===== src/rtl/pstage_fault_pkg.sv =====
package pstage_fault_pkg;
  typedef struct packed {
    logic uv;
    logic ovl;
    logic err;
    logic warn;
  } fault_t;
endpackage


===== src/rtl/uv_detect.sv =====
module uv_detect #(
  parameter int VW   = 14,
  parameter int TRIP = 10000,
  parameter int HYST = 250
) (
  input  logic          clk_i,
  input  logic          rst_ni,
  input  logic          clr_i,
  input  logic [VW-1:0] code_i,
  output logic          uv_o
);
  localparam logic [VW-1:0] TripC = VW'(TRIP);
  localparam logic [VW-1:0] RelC  = VW'(TRIP + HYST);

  always_ff @(posedge clk_i or negedge rst_ni) begin
    if (!rst_ni)              uv_o <= 1'b0;
    else if (clr_i)           uv_o <= 1'b0;
    else if (code_i < TripC)  uv_o <= 1'b1;
    else if (code_i >= RelC)  uv_o <= 1'b0;
  end
endmodule


===== src/rtl/temp_level.sv =====
module temp_level #(
  parameter int TW   = 8,
  parameter int TRIP = 125,
  parameter int HYST = 25
) (
  input  logic          clk_i,
  input  logic          rst_ni,
  input  logic          clr_i,
  input  logic [TW-1:0] temp_i,
  output logic          hot_o
);
  localparam logic [TW-1:0] TripC = TW'(TRIP);
  localparam logic [TW-1:0] RelC  = TW'(TRIP - HYST);

  always_ff @(posedge clk_i or negedge rst_ni) begin
    if (!rst_ni)              hot_o <= 1'b0;
    else if (clr_i)           hot_o <= 1'b0;
    else if (temp_i > TripC)  hot_o <= 1'b1;
    else if (temp_i <= RelC)  hot_o <= 1'b0;
  end
endmodule


===== src/rtl/ovld_hold.sv =====
module ovld_hold (
  input  logic clk_i,
  input  logic rst_ni,
  input  logic clr_i,
  input  logic ovld_i,
  input  logic reset_n_i,
  output logic held_o
);
  logic rstn_prev_q;
  logic release_edge;

  assign release_edge = reset_n_i & ~rstn_prev_q;

  always_ff @(posedge clk_i or negedge rst_ni) begin
    if (!rst_ni) begin
      held_o      <= 1'b0;
      rstn_prev_q <= 1'b1;
    end else begin
      rstn_prev_q <= reset_n_i;
      if (clr_i)             held_o <= 1'b0;
      else if (ovld_i)       held_o <= 1'b1;
      else if (release_edge) held_o <= 1'b0;
    end
  end
endmodule


===== src/rtl/status_enc.sv =====
module status_enc
  import pstage_fault_pkg::*;
(
  input  logic   clk_i,
  input  logic   rst_ni,
  input  fault_t flags_i,
  input  logic   reset_n_i,
  output logic   sd_no,
  output logic   otw_no
);
  logic shut, warn;

  assign shut = flags_i.uv | flags_i.ovl | flags_i.err;
  assign warn = flags_i.warn | flags_i.err;

  always_ff @(posedge clk_i or negedge rst_ni) begin
    if (!rst_ni) begin
      sd_no  <= 1'b1;
      otw_no <= 1'b1;
    end else begin
      sd_no  <= ~shut | ~reset_n_i;
      otw_no <= ~warn | ~reset_n_i;
    end
  end
endmodule


===== src/rtl/pstage_fault_mon.sv =====
module pstage_fault_mon
  import pstage_fault_pkg::*;
#(
  parameter int NUM_GATE  = 2,
  parameter int VW        = 14,
  parameter int TW        = 8,
  parameter int UV_TRIP   = 10000,
  parameter int UV_HYST   = 250,
  parameter int WARN_TRIP = 125,
  parameter int WARN_HYST = 25,
  parameter int ERR_TRIP  = 155,
  parameter int ERR_HYST  = 25
) (
  input  logic                   clk_i,
  input  logic                   rst_ni,
  input  logic                   por_i,
  input  logic                   reset_n_i,
  input  logic [VW-1:0]          vdd_code_i,
  input  logic [NUM_GATE*VW-1:0] gvdd_code_i,
  input  logic [TW-1:0]          temp_i,
  input  logic                   ovld_i,
  output logic                   sd_no,
  output logic                   otw_no,
  output logic                   hiz_req_o
);
  localparam int NSUP = NUM_GATE + 1;

  logic [NSUP*VW-1:0] sup_codes;
  logic [NSUP-1:0]    uv_q;
  logic               warn_q, err_q, ovl_q;
  fault_t             flags;

  assign sup_codes = {gvdd_code_i, vdd_code_i};

  for (genvar s = 0; s < NSUP; s++) begin : g_sup
    uv_detect #(.VW(VW), .TRIP(UV_TRIP), .HYST(UV_HYST)) u_uv (
      .clk_i (clk_i),
      .rst_ni(rst_ni),
      .clr_i (por_i),
      .code_i(sup_codes[s*VW +: VW]),
      .uv_o  (uv_q[s])
    );
  end

  temp_level #(.TW(TW), .TRIP(WARN_TRIP), .HYST(WARN_HYST)) u_warn (
    .clk_i (clk_i),
    .rst_ni(rst_ni),
    .clr_i (por_i),
    .temp_i(temp_i),
    .hot_o (warn_q)
  );

  temp_level #(.TW(TW), .TRIP(ERR_TRIP), .HYST(ERR_HYST)) u_err (
    .clk_i (clk_i),
    .rst_ni(rst_ni),
    .clr_i (por_i),
    .temp_i(temp_i),
    .hot_o (err_q)
  );

  ovld_hold u_ovl (
    .clk_i    (clk_i),
    .rst_ni   (rst_ni),
    .clr_i    (por_i),
    .ovld_i   (ovld_i),
    .reset_n_i(reset_n_i),
    .held_o   (ovl_q)
  );

  assign flags.uv   = |uv_q;
  assign flags.ovl  = ovl_q;
  assign flags.err  = err_q;
  assign flags.warn = warn_q;

  assign hiz_req_o = flags.uv | flags.ovl | flags.err;

  status_enc u_enc (
    .clk_i    (clk_i),
    .rst_ni   (rst_ni),
    .flags_i  (flags),
    .reset_n_i(reset_n_i),
    .sd_no    (sd_no),
    .otw_no   (otw_no)
  );
endmodule


===== config.mk =====
export PLATFORM = sky130hd
export DESIGN_NAME = pstage_fault_mon
export DESIGN_NICKNAME = d
export VERILOG_FILES = /design/src/rtl/pstage_fault_pkg.sv /design/src/rtl/uv_detect.sv /design/src/rtl/temp_level.sv /design/src/rtl/ovld_hold.sv /design/src/rtl/status_enc.sv /design/src/rtl/pstage_fault_mon.sv
export SDC_FILE = /design/constraint.sdc
export NUM_CORES = 1
export LEC_CHECK = 0
export ABC_AREA = 1
export CAP_MARGIN = 20
export CORE_UTILIZATION = 32
export CTS_CLUSTER_DIAMETER = 30
export DETAILED_ROUTE_END_ITERATION = 8
export PLACE_DENSITY = 0.91
export RECOVER_POWER = 100
export SLEW_MARGIN = 5
export SYNTH_ARGS = -nofsm -noshare
export SYNTH_HDL_FRONTEND = slang
export SYNTH_SLANG_ARGS = --single-unit

===== constraint.sdc =====
create_clock -name clk_i -period 2.65 [get_ports clk_i]
set_input_delay 0.265 -clock clk_i [delete_from_list [all_inputs] [get_ports clk_i]]
set_output_delay 0.265 -clock clk_i [all_outputs]
set_load 0.02 [all_outputs]

# Yosys cells after proc, flatten, opt, wreduce, memory -nomap -nowiden
# Index checks and enable logic that the tools add are counted.
[totals]
output_inout_bits = 3
regBits = 9
inputBits = 55
[classes]
mux = 18
n_reduce_logical = 7
order_cmp = 10
bitwise = 10
[ops]
columns = ["operator", "count"]
rows = [
  [">= comparator 14 bit (second input constant)", 3],
  ["less-than comparator 14 bit (second input constant)", 3],
  ["2-to-1 mux 1 bit", 18],
  ["nonzero test 3 bit", 6],
  ["greater-than comparator 8 x 7 -> 1 bit (second input constant)", 1],
  ["greater-than comparator 8 bit (second input constant)", 1],
  ["<= comparator 8 x 7 -> 1 bit (second input constant)", 1],
  ["<= comparator 8 bit (second input constant)", 1],
  ["bitwise OR 1 bit", 5],
  ["NOT 1 bit", 4],
  ["OR reduction 3 bit", 1],
  ["AND 1 bit", 1],
]

# Logic depth before layout (Yosys ltp)
# Gate-level depths: netlist (run 1).
[depth]
word_depth = 5
depth_mapped = 7

# Hierarchy
# Synthesis (run 1) repeated with hierarchy kept, for this count alone.
[hier_totals]
cells_unflattened = 146
area_unflattened_um2 = 797.0
[modules_own_cells]
columns = ["mod", "seq_area_each_um2", "cells_per_inst", "n_inst", "area_per_inst_um2"]
rows = [
  ["uv_detect", 25.0, 32, 3, 151.4],
  ["temp_level at u_warn", 25.0, 15, 1, 93.8],
  ["ovld_hold", 51.3, 9, 1, 78.8],
  ["temp_level at u_err", 25.0, 14, 1, 75.1],
  ["status_enc", 52.6, 7, 1, 72.6],
  ["pstage_fault_mon", 0.0, 5, 1, 22.5],
]

# Worst setup path before layout (run 1)
# Ideal clock, no wire load.
[synth_path]
kind = "reg2out"
from = "reg g_sup[0].u_uv.uv_o"
to = "out hiz_req_o"
setup_slack_ps = 1679
t_arrival_ps = 706
path_stages_with_launch = 3
required_time_ps = 2385
path_cell_list = "dfrtp_1 -> nor3_1 -> nand2_1"
[synth_via]
elab_chain_cells = 3
[synth_lines]
columns = ["item", "line", "source"]
rows = [
  ["start, declared", "uv_detect.sv:10", "output logic uv_o"],
  ["start signal, assigned", "uv_detect.sv:16", "if (!rst_ni) uv_o <= 1'b0;"],
  ["start signal, assigned", "uv_detect.sv:17", "else if (clr_i) uv_o <= 1'b0;"],
  ["start signal, assigned", "uv_detect.sv:18", "else if (code_i < TripC) uv_o <= 1'b1;"],
  ["OR reduction 3 bit", "pstage_fault_mon.sv:70", "assign flags.uv = |uv_q;"],
  ["bitwise OR 1 bit (2 in a row)", "pstage_fault_mon.sv:75", "assign hiz_req_o = flags.uv | flags.ovl | flags.err;"],
  ["end, declared", "pstage_fault_mon.sv:24", "output logic hiz_req_o"],
]
# Every way passes these cells.

# Worst setup path after layout (run 1)
# Ends and elaborated chain as after synthesis.

==> results of run 1 <==
## worst max-delay path by stage
stage	start	end	slack, ns
2_1_floorplan	g_sup[0].u_uv.uv_o	hiz_req_o	1.68
3_3_place_gp	g_sup[0].u_uv.uv_o	hiz_req_o	1.21
3_5_place_dp	g_sup[0].u_uv.uv_o	hiz_req_o	1.20
4_1_cts	g_sup[0].u_uv.uv_o	hiz_req_o	0.91
5_1_grt	g_sup[0].u_uv.uv_o	hiz_req_o	0.71
6_report	g_sup[0].u_uv.uv_o	hiz_req_o	0.82
## per-layer routing
metal	GRT usage, %	vias to the layer above
met5	0	-
met4	7.43	0
li1	-	442
met3	8.63	2
met1	16.3	362
met2	36.4	29
## report_power, final
group          internal (mW)  switching [mW]
clock                 0.0556          0.0473
sequential             0.149         0.00506
combinational         0.0853          0.0459
## sequential cells by signal (all words and copies together) (netlist names)
| register | count |
|---|---|
| u_warn.hot_o | 1 |
| u_enc.sd_no | 1 |
| u_ovl.held_o | 1 |
| u_ovl.rstn_prev_q | 1 |
| u_enc.otw_no | 1 |
| g_sup.u_uv.uv_o | 3 |
| u_err.hot_o | 1 |
## cell families after synthesis
group / Yosys count
simple gates: 62
buf+inv: 25
flops: 9
compound gates: 14
## layout by cell type (no fill, tap or decap)
master	netlist	layout
o21ai_1	6	4
clkinv_1	4	4
a21oi_2	1	1
nand2_1	39	39
dlygate4sd3_1	0	9
a21oi_1	5	5
inv_1	21	21
nand3_1	4	4
clkbuf_4	0	3
or2_0	0	1
nor2_1	17	17
nor3_1	1	1
dfrtp_1	6	6
dfstp_2	3	3
o21ai_0	2	4
clkinv_2	0	1
clkdlybuf4s50_1	0	45
## worst reg2reg max path: stages (launching register included)
cell and delay (ns):
dfrtp_1 0.38, nand2_1 0.07, nor2_1 0.10, nand2_1 0.05
nand2_1 0.05, nand3_1 0.06, a21oi_1 0.15
## final cells by class
type                       instances  area, sq um  share of cell area [%]
timing repair buffer              54          541                    43.7
multi-input combinational         76          315                    25.5
clock inverter                     1         5.00                   0.404
clock buffer                       3         22.5                    1.82
tap                               25         31.3                    2.53
sequential                         9          229                    18.5
inverter                          25         93.8                    7.58
## stage by stage
stage | util, % | total power, mW | area (sq um) | hold WS (ns)
final | 68.7 | 0.388 | 1240 | 0.355
after global routing | 68.7 | 0.419 | 1240 | 0.363
after CTS | 68.7 | 0.397 | 1240 | 0.287
after detailed placement | 67.2 | 0.292 | 1210 | 0.442
after global placement | 67.2 | 0.286 | 1210 | 0.423
after floorplan | - | 0.195 | 638 | -0.0306
==> flow_metrics.env, run 1 <==
export IMPL_dp_cells=189
export IMPL_gp_congestion=0.713
export IMPL_grt_util_all_layers_pct=18.9
export IMPL_setup_viol=0
export IMPL_die_area_sq_mm=0.00218
export IMPL_clk_pin_slew_ns=0.06
export IMPL_final_period_utilization_pct=69.0
export IMPL_antenna_found_initial=0
export IMPL_crit_fanout=3
export IMPL_nets=224
export IMPL_grt_max_degree=10
export IMPL_muxShareOfSynthArea_pct=0
export IMPL_grt_pass1_vias=798
export IMPL_die_h_um=46.7
export IMPL_hpwl_mm=1.54
export IMPL_critPathKind="reg -> out"
export IMPL_cts_made_buffers=3
export IMPL_start_kind="register"
export IMPL_rr_endpoint="g_sup[1].u_uv.uv_o"
export IMPL_vias=835
export IMPL_io_buffers=54
export IMPL_path_cells="nor3_1 > nand2_1 > dlygate4sd3_1"
export IMPL_wl_met1_um=590
export IMPL_wl_met2_mm=1.01
export IMPL_io_pins=58
export IMPL_postCtsSetupBuffers=0
export IMPL_cts_tree="built"
export IMPL_syn_area_sq_um=638
export IMPL_cp_buffers_inverters=1
export IMPL_insertion_delay_ns=0.26
export IMPL_cts_resized_gates=0
export IMPL_worst_path_stages=3
export IMPL_fillers=163
export IMPL_synth_top_family_by_area="simple AND/OR/NAND/NOR gates"
export IMPL_dr_pass1_iters=2
export IMPL_cpLargestDelayFamily="buffers and inverters"
export IMPL_status="completed"
export IMPL_yosysTopAreaCell="dfrtp_1"
export IMPL_drtIter0Drc=6
export IMPL_worst_pin_slew_ns=0.378
export IMPL_ctsHoldBuffers=0
export IMPL_yosys_area_top_type_share_pct=23.5
export IMPL_slowest_delay_ns=0.65
export IMPL_synthFlopType="dfrtp_1"
export IMPL_synthSimpleGateAreaFrac_pct=37.8
export IMPL_min_path_type="in -> async"
export IMPL_grt_pass1_wl_mm=2.80
export IMPL_synthCells=110
export IMPL_r2r_start="g_sup[1].u_uv.uv_o"
export IMPL_die_w_um=46.7
export IMPL_cp_slowest_cell="dlygate4sd3_1"
export IMPL_htreeDepth=1
export IMPL_hold_viol=0
export IMPL_post_route_drc_count=0
export IMPL_clock_path_buffers=2
export IMPL_synth_xor_area_share_pct=0
export IMPL_rows=15
export IMPL_worst_slack_ns=0.823
export IMPL_ys_warn_count=0
export IMPL_yosysMostFrequentCell="nand2_1"
export IMPL_dp_slack_ns=1.20
export IMPL_yosys_top_cells_count="nand2_1, inv_1, nor2_1"
export IMPL_timing_max_cap_violations=0
export IMPL_cts_sinks=9
export IMPL_diodes=0
export IMPL_peakVddDrop_mv=0.171
export IMPL_synth_edff_count=0
export IMPL_avgSynthCellArea_sq_um=5.80
export IMPL_met3WireLength_um=91
export IMPL_synthAdderAreaFrac_pct=0
export IMPL_synth_seq_area_share_pct=35.9
export IMPL_viasPerCell=4.33
export IMPL_drv_slew=0
export IMPL_ys_ff_latch=9
export IMPL_wirelength_mm=1.71
export IMPL_cp_end_kind="output port"
export IMPL_slew_headroom_pct=74.8
export IMPL_arrival_ns=1.56
export IMPL_rr_worst_depth=6
export IMPL_synth_compound_area_share_pct=11.6
export IMPL_fin_setup_tns_ns=0
export IMPL_area_growth_syn_to_layout_pct=93.9
export IMPL_required_ns=2.38
export IMPL_fin_worst_skew_ns=0.00400
export IMPL_syn_nets=165
export IMPL_top_layer_used="met4"
export IMPL_synth_cell_types=13
export IMPL_overflow=0
export IMPL_leakage_nw=0.606
export IMPL_reg2reg_slack_ns=1.71
export IMPL_rsz0062_at_grt="no"
export IMPL_power_density_mw_per_mm2=313
export IMPL_cts_root_buffer="clkbuf_4"
export IMPL_ant_nets=0
export IMPL_wire_per_inst_um=8.83
export IMPL_core_area_sq_mm=0.00180
export IMPL_layout_drive_gt1_share_pct=4.76
export IMPL_period_minus_slack_ns=1.83
export IMPL_async_reset_ff_share_pct=100
export IMPL_synth_area_top_cells="dfrtp_1, nand2_1, dfstp_2"
export IMPL_start_util_pct=35.4
export IMPL_stdcell_count=193
export IMPL_max_freq_mhz=547
Note: power is estimated with default switching activity, not from simulation.
==> inputs of run 2 (changes only) <==
- CORE_UTILIZATION: 32 -> 27
- PLACE_DENSITY: 0.91 -> 0.83
- clock period: 2.65 -> 1.6 ns (I/O delays scaled with it)
==> flow_metrics.env, run 2 (same netlist as run 1, synthesis figures left out) <==
export IMPL_status="completed"
export IMPL_rr_worst_depth=6
export IMPL_switching_share_pct=24.9
export IMPL_hpwl_mm=1.45
export IMPL_start_util_pct=28.8
export IMPL_fin_worst_skew_ns=0.00478
export IMPL_grt_pass1_vias=768
export IMPL_cts_root_buffer="clkbuf_4"
export IMPL_drv_slew=0
export IMPL_cts_sinks=9
export IMPL_dp_slack_ns=0.250
export IMPL_cp_buffers_inverters=1
export IMPL_seq_power_share_pct=39.4
export IMPL_die_h_um=50.6
export IMPL_r2r_start="g_sup[2].u_uv.uv_o"
export IMPL_grt_pass1_wl_mm=2.84
export IMPL_peakVddDrop_mv=0.475
export IMPL_period_minus_slack_ns=1.54
export IMPL_p_clk_share_pct=26.8
export IMPL_ant_nets=0
export IMPL_final_period_utilization_pct=96.0
export IMPL_p_sw_uw=161
export IMPL_path_cells="clkdlybuf4s50_1"
export IMPL_io_pins=58
export IMPL_hold_viol=0
export IMPL_antenna_found_initial=0
export IMPL_cts_tree="built"
export IMPL_crit_fanout=1
export IMPL_insertion_delay_ns=0.26
export IMPL_worst_pin_slew_ns=0.398
export IMPL_cts_made_buffers=3
export IMPL_layout_drive_gt1_share_pct=4.17
export IMPL_slew_headroom_pct=73.4
export IMPL_critPathKind="reg -> out"
export IMPL_post_route_drc_count=0
export IMPL_overflow=0
export IMPL_area_growth_syn_to_layout_pct=94.1
export IMPL_dr_pass1_iters=4
export IMPL_reg2reg_slack_ns=0.68
export IMPL_start_kind="register"
export IMPL_viasPerCell=4.20
export IMPL_multiInputGateArea_sq_um=315
export IMPL_cp_end_kind="output port"
export IMPL_final_common_cell="clkdlybuf4s50_1"
export IMPL_timing_max_cap_violations=0
export IMPL_die_w_um=50.6
export IMPL_largest_register_ff_count=3
export IMPL_grt_max_degree=10
export IMPL_leakage_nw=0.605
export IMPL_finish_instance_area_sq_mm=0.00124
export IMPL_rsz0062_at_grt="no"
export IMPL_fin_setup_tns_ns=0
export IMPL_p_comb_share_pct=33.9
export IMPL_wire_per_inst_um=8.64
export IMPL_die_area_sq_mm=0.00256
export IMPL_grt_util_all_layers_pct=15.3
export IMPL_vias=823
export IMPL_io_buffers=54
export IMPL_arrival_ns=1.38
export IMPL_htreeDepth=1
export IMPL_regMostFlops="g_sup.u_uv.uv_o"
export IMPL_nets=224
export IMPL_place_area_sq_mm=0.00121
export IMPL_fillers=216
export IMPL_rows=17
export IMPL_worst_slack_ns=0.0634
export IMPL_slowest_delay_ns=0.60
export IMPL_gp_congestion=0.674
export IMPL_required_ns=1.44
export IMPL_core_area_sq_mm=0.00221
export IMPL_max_freq_mhz=651
export IMPL_clock_path_buffers=2
export IMPL_min_path_type="in -> async"
export IMPL_seq_area_sq_um=229
export IMPL_diodes=0
export IMPL_wirelength_mm=1.69
export IMPL_clk_pin_slew_ns=0.06
export IMPL_postCtsSetupBuffers=0
export IMPL_cpLargestDelayFamily="buffers and inverters"
export IMPL_rr_endpoint="g_sup[2].u_uv.uv_o"
export IMPL_whs_ns=0.255
export IMPL_drtIter0Drc=4
export IMPL_setup_viol=0
export IMPL_cell_internal_pwr_uw=486
export IMPL_cp_slowest_cell="clkdlybuf4s50_1"
export IMPL_layout_common_cells="clkdlybuf4s50_1, nand2_1, inv_1"
export IMPL_power_density_mw_per_mm2=522
## run 2: cell types whose count changed in the layout (fill, tap and decap cells not counted), sizes merged
cell / delta
dlygate4sd3: -6
clkbuf: +1
dlygate4sd2: +1
clkinv: -1
clkdlybuf4s50: +5
## run 2: routing by layer
metal	vias to the layer above	wire, um	global-route usage, %
met5	-	0	0
met4	0	29	6.94
met3	5	131	6.67
met2	27	897	29.8
met1	349	635	12.9
li1	442	-	-
## run 2: layout make-up
cell class | count | area share [%]
multi-input cells | 76 | 25.5
flip-flops and latches | 9 | 18.5
inverters | 25 | 7.58
clock buffers | 4 | 2.12
well taps | 28 | 2.83
repair buffers | 54 | 43.5
## run 2: worst max path at each step
stage / startpoint / to / slack [ns] / cells after the start
3_5_place_dp: g_sup[2].u_uv.uv_o / hiz_req_o / 0.25 / 3
4_1_cts: u_enc.otw_no / otw_no / 0.05 / 1
6_report: u_enc.otw_no / otw_no / 0.06 / 1
5_1_grt: u_enc.otw_no / otw_no / 0.03 / 1
2_1_floorplan: g_sup[0].u_uv.uv_o / hiz_req_o / 0.73 / 2
3_3_place_gp: g_sup[0].u_uv.uv_o / hiz_req_o / 0.27 / 3
## run 2: metrics by stage
stage	cells	total power, mW	utilization (%)
after global routing	196	0.700	56.0
final	196	0.647	56.0
after detailed placement	192	0.483	54.9
after CTS	196	0.661	56.0
after global placement	192	0.475	54.9
after floorplan	110	0.323	-
## run 2: repair_timing
action                                 CTS  global route
hold buffers                             0             0
setup endpoints to repair                1             0
endpoints found under the hold margin    0             0
gates resized for setup                  1             0
## run 2: power by group through the flow
stage	combinational [mW]	sequential (mW)	clock [mW]
final	0.219	0.254	0.173
after global routing	0.243	0.256	0.201
after CTS	0.223	0.255	0.183
after detailed placement	0.224	0.259	0
after global placement	0.218	0.258	0
after floorplan	0.0614	0.262	0
